### src/rtl/qdac_pkg.sv
package qdac_pkg;
  typedef struct packed {
    logic shiftEn;    // take one serial bit this cycle
    logic bitVal;     // value of that bit
    logic commit;     // write assembled word into the selected input register
    logic commitOut;  // also write the selected output register
    logic updateAll;  // copy every input register to its output
  } qdac_strb_t;
endpackage

### src/rtl/qdac_ctrl.sv
module qdac_ctrl
  import qdac_pkg::*;
#(
  parameter int FW = 11
) (
  input  logic       clk,
  input  logic       rstN,
  input  logic       serClk,
  input  logic       serData,
  input  logic       loadN,
  input  logic       ldacN,
  output qdac_strb_t strb,
  output logic       shortErr
);
  localparam int CNTW = $clog2(FW + 1);
  // line order: {ldacN, loadN, serData, serClk}; idle levels high except data
  localparam logic [3:0] IDLE = 4'b1101;

  logic [3:0] rawIn, sync0, sync1, syncDly, fallSeen;
  logic [CNTW-1:0] bitCnt, cntAfter;
  logic clkFall, loadFall, ldacFall;

  assign rawIn = {ldacN, loadN, serData, serClk};

  always_ff @(posedge clk) begin
    if (!rstN) begin
      sync0   <= IDLE;
      sync1   <= IDLE;
      syncDly <= IDLE;
    end else begin
      sync0   <= rawIn;
      sync1   <= sync0;
      syncDly <= sync1;
    end
  end

  assign fallSeen = syncDly & ~sync1;
  assign clkFall  = fallSeen[0];
  assign loadFall = fallSeen[2];
  assign ldacFall = fallSeen[3];

  // count including a bit taken in this very cycle (serial clock wins the tie)
  always_comb begin
    cntAfter = bitCnt;
    if (clkFall && (bitCnt < CNTW'(FW))) cntAfter = bitCnt + 1'b1;
  end

  always_comb begin
    strb.shiftEn   = clkFall;
    strb.bitVal    = sync1[1];
    strb.commit    = loadFall && (cntAfter == CNTW'(FW));
    strb.commitOut = strb.commit && !sync1[3];
    strb.updateAll = ldacFall;
  end

  always_ff @(posedge clk) begin
    if (!rstN) begin
      bitCnt   <= '0;
      shortErr <= 1'b0;
    end else begin
      bitCnt   <= loadFall ? '0 : cntAfter;
      shortErr <= loadFall && (cntAfter != CNTW'(FW));
    end
  end
endmodule

### src/rtl/qdac_datapath.sv
module qdac_datapath
  import qdac_pkg::*;
#(
  parameter int NCH = 4,
  parameter int CW  = 8
) (
  input  logic                     clk,
  input  logic                     rstN,
  input  qdac_strb_t               strb,
  output logic [NCH-1:0][CW-1:0]   inCode,
  output logic [NCH-1:0]           inGain,
  output logic [NCH-1:0][CW-1:0]   codeOut,
  output logic [NCH-1:0]           gainOut
);
  localparam int SELW = (NCH > 1) ? $clog2(NCH) : 1;
  localparam int FW   = SELW + 1 + CW;

  logic [FW-1:0]   shiftReg, wordNow;
  logic [SELW-1:0] wordSel;
  logic            wordGain;
  logic [CW-1:0]   wordCode;

  assign wordNow  = strb.shiftEn ? {shiftReg[FW-2:0], strb.bitVal} : shiftReg;
  assign wordSel  = wordNow[FW-1 -: SELW];
  assign wordGain = wordNow[CW];
  assign wordCode = wordNow[CW-1:0];

  always_ff @(posedge clk) begin
    if (!rstN) shiftReg <= '0;
    else       shiftReg <= wordNow;
  end

  for (genvar ch = 0; ch < NCH; ch++) begin : g_chan
    logic          hit;
    logic [CW-1:0] codeNext;
    logic          gainNext;

    assign hit      = strb.commit && (wordSel == SELW'(ch));
    assign codeNext = hit ? wordCode : inCode[ch];
    assign gainNext = hit ? wordGain : inGain[ch];

    always_ff @(posedge clk) begin
      if (!rstN) begin
        inCode[ch]  <= '0;
        inGain[ch]  <= 1'b0;
        codeOut[ch] <= '0;
        gainOut[ch] <= 1'b0;
      end else begin
        inCode[ch] <= codeNext;
        inGain[ch] <= gainNext;
        if (strb.updateAll || (strb.commitOut && hit)) begin
          codeOut[ch] <= codeNext;
          gainOut[ch] <= gainNext;
        end
      end
    end
  end
endmodule

### src/rtl/qdac_rx.sv
module qdac_rx
  import qdac_pkg::*;
#(
  parameter int NCH = 4,
  parameter int CW  = 8
) (
  input  logic                   clk,
  input  logic                   rstN,
  input  logic                   serClk,
  input  logic                   serData,
  input  logic                   loadN,
  input  logic                   ldacN,
  output logic [NCH-1:0][CW-1:0] codeOut,
  output logic [NCH-1:0]         gainOut,
  output logic                   shortErr
);
  localparam int SELW = (NCH > 1) ? $clog2(NCH) : 1;
  localparam int FW   = SELW + 1 + CW;

  qdac_strb_t            strb;
  logic [NCH-1:0][CW-1:0] inCode;
  logic [NCH-1:0]         inGain;

  qdac_ctrl #(.FW(FW)) u_ctrl (
    .clk(clk), .rstN(rstN), .serClk(serClk), .serData(serData),
    .loadN(loadN), .ldacN(ldacN), .strb(strb), .shortErr(shortErr)
  );

  qdac_datapath #(.NCH(NCH), .CW(CW)) u_dp (
    .clk(clk), .rstN(rstN), .strb(strb), .inCode(inCode), .inGain(inGain),
    .codeOut(codeOut), .gainOut(gainOut)
  );
endmodule

### config.mk
export PLATFORM = sky130hd
export DESIGN_NAME = qdac_rx
export DESIGN_NICKNAME = d
export VERILOG_FILES = /design/src/rtl/qdac_pkg.sv /design/src/rtl/qdac_ctrl.sv /design/src/rtl/qdac_datapath.sv /design/src/rtl/qdac_rx.sv
export SDC_FILE = /design/constraint.sdc
export NUM_CORES = 1
export LEC_CHECK = 0
export ABC_AREA = 0
export ABC_CLOCK_PERIOD_IN_PS = 2400
export BUFFER_PORTS_ARGS = -buffer_cell sky130_fd_sc_hd__buf_2
export CORE_UTILIZATION = 33
export CTS_CLUSTER_DIAMETER = 40
export CTS_CLUSTER_SIZE = 8
export DETAILED_ROUTE_END_ITERATION = 12
export GPL_ROUTABILITY_DRIVEN = 0
export HOLD_SLACK_MARGIN = 0.05
export SYNTH_ARGS = -nofsm -noshare
export SYNTH_HDL_FRONTEND = slang
export SYNTH_SLANG_ARGS = --single-unit
### constraint.sdc
create_clock -name clk -period 2.4 [get_ports clk]
set_input_delay 0.12 -clock clk [delete_from_list [all_inputs] [get_ports clk]]
set_output_delay 0.12 -clock clk [all_outputs]
set_load 0.01 [all_outputs]
# == Word-level counts from Yosys, hierarchy flattened ==
# Index checks and enable logic that the tools add are counted.
# word_totals
reg_bits,100
inputBits,6
output_inout_bits,37
elab_cells,61
# classes
addsub,1
magnitude_cmp,1
eq_ne,5
mux,10
bitwise,3
reduce_logical,19
# op_table
op,count
$mux W8,4
$logic_and A1 B1 Y1,12
$mux W11,1
$add A4 B1 Y4 const B,1
$and A4 B4 Y4,1
$eq A2 B2 Y1 const B,2
$eq A4 B4 Y1 const B,1
$logic_or A1 B1 Y1,4
$lt A4 B4 Y1 const B,1
$mux W1,4
$mux W4,1
$ne A4 B4 Y1 const B,1
$not A4 Y4,1
$eq A2 B1 Y1 const B,1
$logic_not A2 Y1,1
$reduce_or A2 Y1,1
$logic_not A1 Y1,1
$not A1 Y1,1

# == Logic depth before layout (Yosys ltp) ==
# Gate-level depths: netlist of the first run.
# depth
depth_word,9
ltp_mapped,6
depth_no_buf,5

# == Hierarchy ==
# From an unflattened synthesis of the first run, not the netlist that was laid out.
# unflattened
hier_cells,403
hier_area_um2,4073.9
# modules_own_cells
mod,instances,cells_each,area_each_um2,seq_area_each_um2
qdac_datapath,1,340,3414.5,1661.6
qdac_ctrl,1,63,659.4,320.3

# == Worst setup path after synthesis of the first run ==
# No wires, ideal clock.
# synth_timing
kind,reg-to-reg
start,register u_ctrl.bitCnt[0]
end,register u_dp.gainOut[3]
setup_ns,0.116
arrival_ns,1.727
required_ns,2.284
slack_ns,0.557
stages_incl_launch_ff,7
n_path_buf,1
synth_period_minus_slack_ns,1.843
cell_sequence,dfxtp_1 -> ha_1 -> nor3b_2 -> mux2i_2 -> buf_4 -> nand3_2 -> o211a_1
# synth_between
elab_chain_cells,8
word_cells_on_any_way,11
classes_between,add/sub: 1; order compare: 1; eq/ne: 1; mux: 2; reduce/logical: 6
# synth_rtl
element,line,text
start: declaration,qdac_ctrl.sv:20,"logic [CNTW-1:0] bitCnt, cntAfter;"
start signal: assignment,qdac_ctrl.sv:61,bitCnt <= loadFall ? '0 : cntAfter;
$lt A4 B4 Y1,qdac_ctrl.sv:45,if (clkFall && (bitCnt < CNTW'(FW))) cntAfter = bitCnt + 1'b1;
$logic_and A1 B1 Y1,qdac_ctrl.sv:45,
$mux W4 *,qdac_ctrl.sv:45,
$eq A4 B4 Y1 *,qdac_ctrl.sv:51,strb.commit = loadFall && (cntAfter == CNTW'(FW));
$logic_and A1 B1 Y1 *,qdac_ctrl.sv:51,
"$logic_and A1 B1 Y1, on equally long branches","qdac_ctrl.sv:52, qdac_datapath.sv:38",
$logic_and A1 B1 Y1,qdac_datapath.sv:51,if (strb.updateAll || (strb.commitOut && hit)) begin
$logic_or A1 B1 Y1,qdac_datapath.sv:51,
end signal: indexed assignment,qdac_datapath.sv:53,gainOut[ch] <= gainNext;
end: declaration,qdac_datapath.sv:13,output logic [NCH-1:0] gainOut
# Mark *: on every way between the ends. The rest lies on a longest branch, timed or not.
# A chain may end at the register's enable or synchronous reset.

# == Worst setup path in the final report of the first run ==
# layout_timing
start,register u_ctrl.bitCnt[0]
end,register u_dp.codeOut[25] in the netlist's numbering
# layout_between
elab_chain_cells,8
word_cells_on_any_way,11
classes_between,add/sub: 1; order compare: 1; eq/ne: 1; mux: 2; reduce/logical: 6
# layout_rtl
element,line,text
$lt A4 B4 Y1,qdac_ctrl.sv:45,
$logic_and A1 B1 Y1,qdac_ctrl.sv:45,
$mux W4 *,qdac_ctrl.sv:45,
$eq A4 B4 Y1 *,qdac_ctrl.sv:51,
$logic_and A1 B1 Y1 *,qdac_ctrl.sv:51,
"$logic_and A1 B1 Y1, on equally long branches","qdac_ctrl.sv:52, qdac_datapath.sv:38",
$logic_and A1 B1 Y1,qdac_datapath.sv:51,
$logic_or A1 B1 Y1,qdac_datapath.sv:51,
end signal: indexed assignment,qdac_datapath.sv:52,codeOut[ch] <= codeNext;
end: declaration,qdac_datapath.sv:12,"output logic [NCH-1:0][CW-1:0] codeOut,"
# Marks and branches as above.

==> qor.csv, run 1 <==
metric,value,unit
pin count of the biggest net entering global routing,90,
die area,15200,um2
Pins Over Slew Limit,0,
worst-case clock buffer depth,2,
Slew @ Worst Pin,884,ps
Die Ht,123,um
layout cell share with drive strength beyond 1,19.7,%
Post-CTS Setup Bufs,0,
Syn Nets,535,
r2r startpoint,u_ctrl.bitCnt[0],
post-DR vias/cell,6.12,
TritonCTS buffer count,9,
grt ovf,0,
#FFs+latches synth,99,
worst slew margin relative to its limit,41.1,%
run status,"complete, no violations",
Root Driver,clkbuf_16,
Setup Skew,12.2,ps
Hold Path Cell Cnt,4,
post-route setup slack,142,ps
yosys warns,0,
leak pwr,1.74,nW
DRC viols,0,
ANT cells,0,
crit end category,flip-flop,
minimum clock period,2260,ps
core area,14100,um2
final WL,14.7,mm
sequential area share after synthesis,40.8,%
CP required,2630,ps
"commonest non-fill, non-tap cells in the layout","98 x dfxtp_1, 42 x nand2_1, 42 x buf_2",
die span in x,123,um
Post-Syn Instances,528,
PortBufs,42,
Crit path arrival time,2490,ps
crit start category,flip-flop,
"EDFF count, synth",0,
Layout area overhead,12.4,%
VDD IR max,0.336,mV
predominant post-synthesis flop cell,dfxtp_1,
switching share of power,23.3,%
reg2reg end,u_dp.codeOut[25],
Mapped Avg Cell Area,9.20,um2
I/O pin cnt,43,
Reg2Reg Setup Slack,140,ps
"Clk pin slew, worst setup/hold paths",70,ps
Sw Pwr,0.744,mW
first-pass GRT wire length,23.5,mm
Initial Util,34.5,%
routed vias,4482,
Clock Latency Late Sink,360,ps
cells on worst reg2reg path,5,
number of global-route vias before repair,4216,
Tcrit/Tclk final,94.1,%
crit path kind,reg2reg,
nets@finish,554,
f_max,443,MHz
H-Tree Depth,3,
min-delay src,rstN,
power density cells,584,nW/um2
# setup viols final,0,
post-synth cell types,50,
dpl ws,179,ps
Max Cap Viol,0,
Combinational Power Share,4.1,%
Seq pwr share,52.0,%
Final HPWL DP,9.14,mm
Total GRT Usage,20.5,%
setup TNS,0,ps
async set-reset flop share out of synthesis,0,%
Min-Delay Endpoint,u_ctrl.syncDly[3],
DR pass1 iterations,5,
CTS tree,done,
"critical path fanouts, max",72,
Min-Delay Path Class,in2reg,
clock power share,43.9,%
initial DRC count,542,
DR WL/cell,20.1,um
Mapped Area,4860,um2
"commonest non-fill, non-tap cell in the layout",dfxtp_1,
Final ANT Viol Nets,0,
initial antenna violation count,0,
RSZ-0062 raised after global routing,false,
endpoints failing hold,0,
row cnt,43,
P_int,2.44,mW
CTS sink cnt,99,
==> how the worst max path moves through the flow <==
stage | from | end | slack, ps | cells past startpoint
after floorplan | u_ctrl.bitCnt[0] | u_dp.gainOut[3] | 560 | 6
after global placement | u_ctrl.bitCnt[0] | u_dp.codeOut[16] | 220 | 5
after detailed placement | u_ctrl.bitCnt[0] | u_dp.codeOut[25] | 180 | 5
after CTS | u_ctrl.bitCnt[0] | u_dp.codeOut[11] | 150 | 5
after global routing | u_ctrl.bitCnt[0] | u_dp.codeOut[25] | 10 | 5
final | u_ctrl.bitCnt[0] | u_dp.codeOut[25] | 140 | 5
==> layout make-up <==
| type | count | area, um2 |
|---|---|---|
| clock buffer | 12 | 256 |
| clock inverter | 4 | 23.8 |
| fill | 1383 | 8630 |
| inverter | 5 | 18.8 |
| multi-input combinational | 368 | 2570 |
| sequential | 99 | 1980 |
| tap | 180 | 225 |
| timing repair buffer | 64 | 385 |
==> timing repair <==
item,in CTS,in global routing
gates resized for setup,0,0
hold buffers,4,0
endpoints found under the hold margin,4,0
==> per-layer routing <==
metal / wire (um) / global-route usage, %
met3: 926 / 4.15
met5: 0 / 0
met2: 6560 / 31.0
met1: 6760 / 27.8
met4: 439 / 9.34
==> flip-flops by register name (all words and copies together) (netlist names) <==
signal	flops
u_ctrl.bitCnt	4
u_ctrl.shortErr	1
u_ctrl.sync0	4
u_ctrl.sync1	4
u_ctrl.syncDly	3
u_dp.codeOut	32
u_dp.gainOut	4
u_dp.inCode	32
u_dp.inGain	4
u_dp.shiftReg	11
==> kinds of logic after synthesis <==
family / share of synthesized area (%)
buffers and inverters: 6.67
AO/OA/AOI/OAI: 26.3
AND/OR/NAND/NOR: 21.4
adder cells (fa/ha/maj): 0.257
XOR/XNOR: 0.361
flip-flops: 40.8
multiplexers: 4.22
==> metrics by stage <==
stage	util, %	power [mW]	hold slack [ps]	instances	area, um2
2_1_floorplan	-	1.79	221	528	4860
3_3_place_gp	36.5	1.82	307	712	5140
3_5_place_dp	36.5	1.82	305	712	5140
4_1_cts	38.7	3.22	183	732	5460
5_1_grt	38.7	3.30	256	732	5460
6_report	38.7	3.19	196	732	5460
==> synthesized netlist by cell type (2+ instances only) <==
cell type | count | area, um2
nand3_1 | 34 | 170
a31oi_1 | 36 | 225
buf_6 | 6 | 67.6
mux2i_1 | 3 | 30.0
o311ai_1 | 25 | 219
buf_1 | 6 | 22.5
clkbuf_1 | 28 | 105
nor2b_1 | 3 | 18.8
a22o_1 | 5 | 43.8
o2bb2ai_1 | 28 | 245
mux2_4 | 4 | 60.1
dfxtp_1 | 99 | 1980
o22ai_4 | 2 | 40.0
buf_4 | 8 | 60.1
o211ai_1 | 41 | 308
nor3_1 | 37 | 185
o211ai_2 | 2 | 25.0
nand2b_1 | 12 | 75.1
nor4_1 | 36 | 225
inv_1 | 5 | 18.8
nand2_1 | 42 | 158
and2_1 | 11 | 68.8
nand3_2 | 4 | 40.0
nor3b_1 | 2 | 15.0
mux2_2 | 9 | 101
buf_2 | 7 | 35.0
o211a_1 | 3 | 30.0
a21oi_1 | 3 | 15.0
nor2_1 | 6 | 22.5
==> critical path, cell delays in order (launching register included) <==
cell and delay [ps]:
dfxtp_1 350, ha_1 250, nor3b_2 340, mux2_4 620, o311ai_1 400, o211ai_1 140
==> power by group through the flow <==
stage	Clock [mW]	Combinational [mW]	Sequential [mW]
after floorplan	0	0.0948	1.69
after CTS	1.43	0.128	1.66
after global routing	1.51	0.140	1.66
after global placement	0	0.121	1.70
final	1.40	0.131	1.66
after detailed placement	0	0.123	1.70
No activity file was read; power rests on OpenSTA's default activity.
==> inputs of run 2 (changes only) <==
--- a/config.mk
+++ b/config.mk
@@ -8,7 +8,7 @@
 export ABC_AREA = 0
 export ABC_CLOCK_PERIOD_IN_PS = 2400
 export BUFFER_PORTS_ARGS = -buffer_cell sky130_fd_sc_hd__buf_2
-export CORE_UTILIZATION = 33
+export CORE_UTILIZATION = 30
 export CTS_CLUSTER_DIAMETER = 40
 export CTS_CLUSTER_SIZE = 8
 export DETAILED_ROUTE_END_ITERATION = 12
==> qor.csv, run 2 (synthesized netlist as in run 1, its figures left out) <==
metric,value,unit,change
core area,15800,um2,+12%
crit-path leading delay family,multiplexers,,
DR WL/cell,19.2,um,-4.1%
top flop regs,"u_dp.codeOut: 32 flops, u_dp.inCode: 32 flops, u_dp.shiftReg: 11 flops",,
Crit path arrival time,2490,ps,about the same
Final HPWL DP,9.03,mm,-1.2%
post-DR vias/cell,5.83,,-4.8%
nets@finish,551,,-0.54%
initial DRC count,437,,-19%
power density cells,595,nW/um2,+1.9%
PortBufs,42,,unchanged
Pins Over Slew Limit,0,,unchanged
Tcrit/Tclk final,94.4,%,+0.35 points
Post-DP Area,5180,um2,+0.68%
DRC viols,0,,unchanged
Min-Delay Path Class,in2reg,,
cells on worst reg2reg path,5,,unchanged
Layout area overhead,13.6,%,
design area,5520,um2,+1.1%
ANT cells,0,,unchanged
fin util,34.9,%,-3.9 points
Clock Latency Late Sink,360,ps,about the same
Die Ht,129,um,+4.8%
Total GRT Usage,18.3,%,-2.2 points
"critical path fanouts, max",72,,unchanged
Setup Skew,13.3,ps,+1.07 ps
TritonCTS buffer count,9,,unchanged
CTS tree,done,,
pin count of the biggest net entering global routing,90,,unchanged
"slowest stage delay, CP",610,ps,about the same
Max Cap Viol,0,,unchanged
Root Driver,clkbuf_16,,
"commonest non-fill, non-tap cell in the layout",dfxtp_1,,
row cnt,46,,+7.0%
leak pwr,1.74,nW,-0.30%
number of global-route vias before repair,4192,,-0.57%
H-Tree Depth,3,,unchanged
hold slack,215,ps,+19.5 ps
crit end category,flip-flop,,
Slew @ Worst Pin,1170,ps,+288 ps
"Buf+Inv Stages, Crit Path",0,,unchanged
CP required,2620,ps,about the same
Final ANT Viol Nets,0,,unchanged
first-pass GRT wire length,23.3,mm,-0.85%
# setup viols final,0,,unchanged
f_max,441,MHz,-0.38%
crit path launch,u_ctrl.bitCnt[0],,
reg2reg end,u_dp.codeOut[18],,
Initial Util,30.7,%,-3.8 points
die span in x,129,um,+4.8%
crit start category,flip-flop,,
die area,16700,um2,+9.8%
worst slew margin relative to its limit,21.8,%,-19 points
crit path kind,reg2reg,,
routed vias,4459,,-0.51%
CTS sink cnt,99,,unchanged
DR pass1 iterations,6,,+1
Reg2Reg Setup Slack,130,ps,about the same
critical path capture point,u_dp.codeOut[18],,
worst-case clock buffer depth,2,,unchanged
layout cell share with drive strength beyond 1,19.3,%,-0.44 points
"Clk pin slew, worst setup/hold paths",80,ps,about the same
VDD IR max,0.361,mV,+7.7%
minimum clock period,2270,ps,+8.50 ps
setup TNS,0,ps,unchanged
CP Cell Sequence,ha_1 > nor3b_2 > mux2_4 > o311ai_1 > o211ai_1,,
Hold Path Cell Cnt,4,,unchanged
grt ovf,0,,unchanged
run status,"complete, no violations",,
Crit path depth,5,,unchanged
"commonest non-fill, non-tap cells in the layout","98 x dfxtp_1, 42 x nand2_1, 42 x buf_2",,
r2r startpoint,u_ctrl.bitCnt[0],,
CP max stage cell,mux2_4,,
Post-CTS Setup Bufs,0,,unchanged
initial antenna violation count,0,,unchanged
I/O pin cnt,43,,unchanged
final WL,14.7,mm,+0.22%
endpoints failing hold,0,,unchanged
RSZ-0062 raised after global routing,false,,
==> run 2: power by group <==
part / switching (mW) / internal [mW]
Combinational: 0.0949 / 0.0347
Sequential: 0.0102 / 1.65
Clock: 0.649 / 0.843
==> run 2: area by class of cell <==
cell class,instances,area [um2]
Clock buffer,11,243
Clock inverter,5,60.1
Fill cell,1601,10300
Inverter,5,18.8
Multi-Input combinational cell,368,2570
Sequential cell,99,1980
Tap cell,216,270
Timing Repair Buffer,61,375
==> run 2: through the flow <==
stage          power (mW)  worst slack [ps]  std cells
2_1_floorplan        1.79               557        528
3_3_place_gp         1.82               235        745
3_5_place_dp         1.82               169        745
4_1_cts              3.31               155        765
5_1_grt              3.40              15.3        765
6_report             3.28               133        765
==> run 2: worst register-to-register path, stage by stage, from the launching register on <==
cell and delay [ps]:
dfxtp_1 360, ha_1 250, nor3b_2 350, mux2_4 610, o311ai_1 450, o211ai_1 130
==> run 2: worst min-delay path by stage <==
stage            from  slack, ps                end
2_1_floorplan  serClk        220    u_ctrl.sync0[0]
3_3_place_gp   serClk        310    u_ctrl.sync0[0]
3_5_place_dp   serClk        310    u_ctrl.sync0[0]
4_1_cts          rstN        200  u_ctrl.syncDly[3]
5_1_grt          rstN        250  u_ctrl.syncDly[3]
6_report         rstN        220  u_ctrl.syncDly[3]
==> run 2: metal layers <==
metal | vias up | share of wire [%] | track usage [%] | wire, um
li1 | 2084 | - | - | -
met1 | 2174 | 44 | 23.2 | 6410
met2 | 175 | 46 | 28.4 | 6730
met3 | 26 | 7.6 | 5.37 | 1120
met4 | 0 | 3.0 | 8.51 | 448
met5 | - | 0 | 0 | 0
==> run 2: what timing repair did <==
action,CTS,global route
hold buffers,4,0
hold endpoints to repair,4,0
gates resized for setup,0,0
==> inputs of run 3 (changes only) <==
--- a/config.mk
+++ b/config.mk
@@ -8,7 +8,8 @@
 export ABC_AREA = 0
 export ABC_CLOCK_PERIOD_IN_PS = 2400
 export BUFFER_PORTS_ARGS = -buffer_cell sky130_fd_sc_hd__buf_2
-export CORE_UTILIZATION = 30
+export CORE_MARGIN = 2
+export CORE_UTILIZATION = 40
 export CTS_CLUSTER_DIAMETER = 40
 export CTS_CLUSTER_SIZE = 8
 export DETAILED_ROUTE_END_ITERATION = 12
==> qor.csv, run 3 (synthesized netlist as in run 1, its figures left out) <==
metric,value,unit,change
crit-path leading delay family,multiplexers,,
switching share of power,22.7,%,-0.23 points
Post-DP Area,5110,um2,-1.2%
Reg2Reg Setup Slack,190,ps,+60 ps
Total GRT Usage,23.0,%,+4.7 points
I/O pin cnt,43,,unchanged
Final HPWL DP,9.01,mm,-0.18%
f_max,453,MHz,+2.8%
# setup viols final,0,,unchanged
worst slew margin relative to its limit,41.5,%,+20 points
"slowest stage delay, CP",540,ps,-70 ps
endpoints failing hold,0,,unchanged
ANT cells,0,,unchanged
minimum clock period,2210,ps,-61.5 ps
placed cell count,679,,-8.9%
Initial Util,40.8,%,+10 points
"critical path fanouts, max",36,,-50%
number of global-route vias before repair,4144,,-1.1%
crit end category,flip-flop,,
top flop regs,"u_dp.codeOut: 32 flops, u_dp.inCode: 32 flops, u_dp.shiftReg: 11 flops",,
VDD IR max,0.272,mV,-25%
Layout area overhead,13.2,%,
Combinational Power Share,4.1,%,+0.2 points
min-delay src,rstN,,
post-route setup slack,195,ps,+61.5 ps
fin util,46.2,%,+11 points
CP required,2620,ps,about the same
DR WL/cell,21.5,um,+12%
leak pwr,1.81,nW,+4.0%
grt ovf,0,,unchanged
core area,11900,um2,-25%
Clock Latency Late Sink,350,ps,about the same
crit path kind,reg2reg,,
CTS sink cnt,99,,unchanged
layout cell share with drive strength beyond 1,20.0,%,+0.73 points
Root Driver,clkbuf_16,,
DR pass1 iterations,5,,-1
H-Tree Depth,3,,unchanged
CP max stage cell,mux2_8,,
"Clk pin slew, worst setup/hold paths",70,ps,about the same
worst-case clock buffer depth,2,,unchanged
RSZ-0062 raised after global routing,false,,
crit start category,flip-flop,,
Pins Over Slew Limit,0,,unchanged
"commonest non-fill, non-tap cell in the layout",dfxtp_1,,
die span in x,114,um,-12%
power density cells,593,nW/um2,-0.37%
"Cell Count, Final, Fillers Out",701,,-8.4%
Total Power,3.26,mW,-0.71%
P_int,2.52,mW,-0.42%
Min-Delay Path Class,in2reg,,
Max Cap Viol,0,,unchanged
"commonest non-fill, non-tap cells in the layout","98 x dfxtp_1, 42 x nand2_1, 42 x buf_2",,
design area,5500,um2,-0.34%
die area,13000,um2,-22%
Die Ht,114,um,-12%
hold slack,242,ps,+26.7 ps
Final ANT Viol Nets,0,,unchanged
Filler cells,1131,,-29%
crit path launch,u_ctrl.bitCnt[0],,
PortBufs,42,,unchanged
"Buf+Inv Stages, Crit Path",0,,unchanged
nets@finish,556,,+0.91%
Crit path arrival time,2430,ps,-60 ps
row cnt,40,,-13%
run status,"complete, no violations",,
routed vias,4570,,+2.5%
dpl ws,144,ps,-25.6 ps
Seq pwr share,50.9,%,+0.3 points
DRC viols,0,,unchanged
Tcrit/Tclk final,91.9,%,-2.6 points
first-pass GRT wire length,23.2,mm,-0.47%
CP Cell Sequence,ha_1 > nor3b_4 > mux2_8 > o311ai_1 > o211ai_1,,
pin count of the biggest net entering global routing,90,,unchanged
CTS tree,done,,
r2r startpoint,u_ctrl.bitCnt[0],,
setup TNS,0,ps,unchanged
clock power share,45.1,%,-0.3 points
final WL,15.1,mm,+2.5%
initial DRC count,521,,+19%
Sw Pwr,0.741,mW,-1.7%
post-DR vias/cell,6.52,,+12%
Slew @ Worst Pin,877,ps,-295 ps
Setup Skew,9.11,ps,-4.14 ps
initial antenna violation count,0,,unchanged
TritonCTS buffer count,9,,unchanged
-- run 3: area by class of cell --
cell class	instances	area, um2	area share [%]
inverter	5	18.8	0.341
sequential	99	1980	36.1
timing repair buffer	65	418	7.60
clock inverter	5	52.6	0.955
tap	147	184	3.34
clock buffer	11	243	4.41
multi-input combinational	369	2600	47.3
-- run 3: layer usage --
layer  global-route usage, %  wire length (um)
met1                    32.0              6830
met5                       0                 0
met2                    33.6              6480
met4                    12.4               612
met3                    4.29              1160
-- run 3: power groups by stage --
stage	combinational (mW)	clock, mW	sequential, mW
3_5_place_dp	0.124	0	1.70
2_1_floorplan	0.0948	0	1.69
5_1_grt	0.142	1.56	1.66
6_report	0.132	1.47	1.66
4_1_cts	0.129	1.48	1.66
3_3_place_gp	0.122	0	1.70
-- run 3: path summary, 6_finish.rpt --
path,end,cells after the start
max,u_dp.codeOut[17],5
min,u_ctrl.syncDly[3],4
max reg2reg,u_dp.codeOut[17],5
min reg2reg,u_ctrl.sync1[3],1
-- run 3: repair_timing --
item                       in CTS  in global routing
setup endpoints to repair       0                  1
setup buffers                   0                  1
resized for setup               0                  2
hold endpoints to repair        4                  0
hold buffers                    4                  0
-- run 3: worst reg2reg max path, cell delays in order, from the launching register on --
cell and delay, ps:
dfxtp_1 350, ha_1 260, nor3b_4 410, mux2_8 540
o311ai_1 380, o211ai_1 140
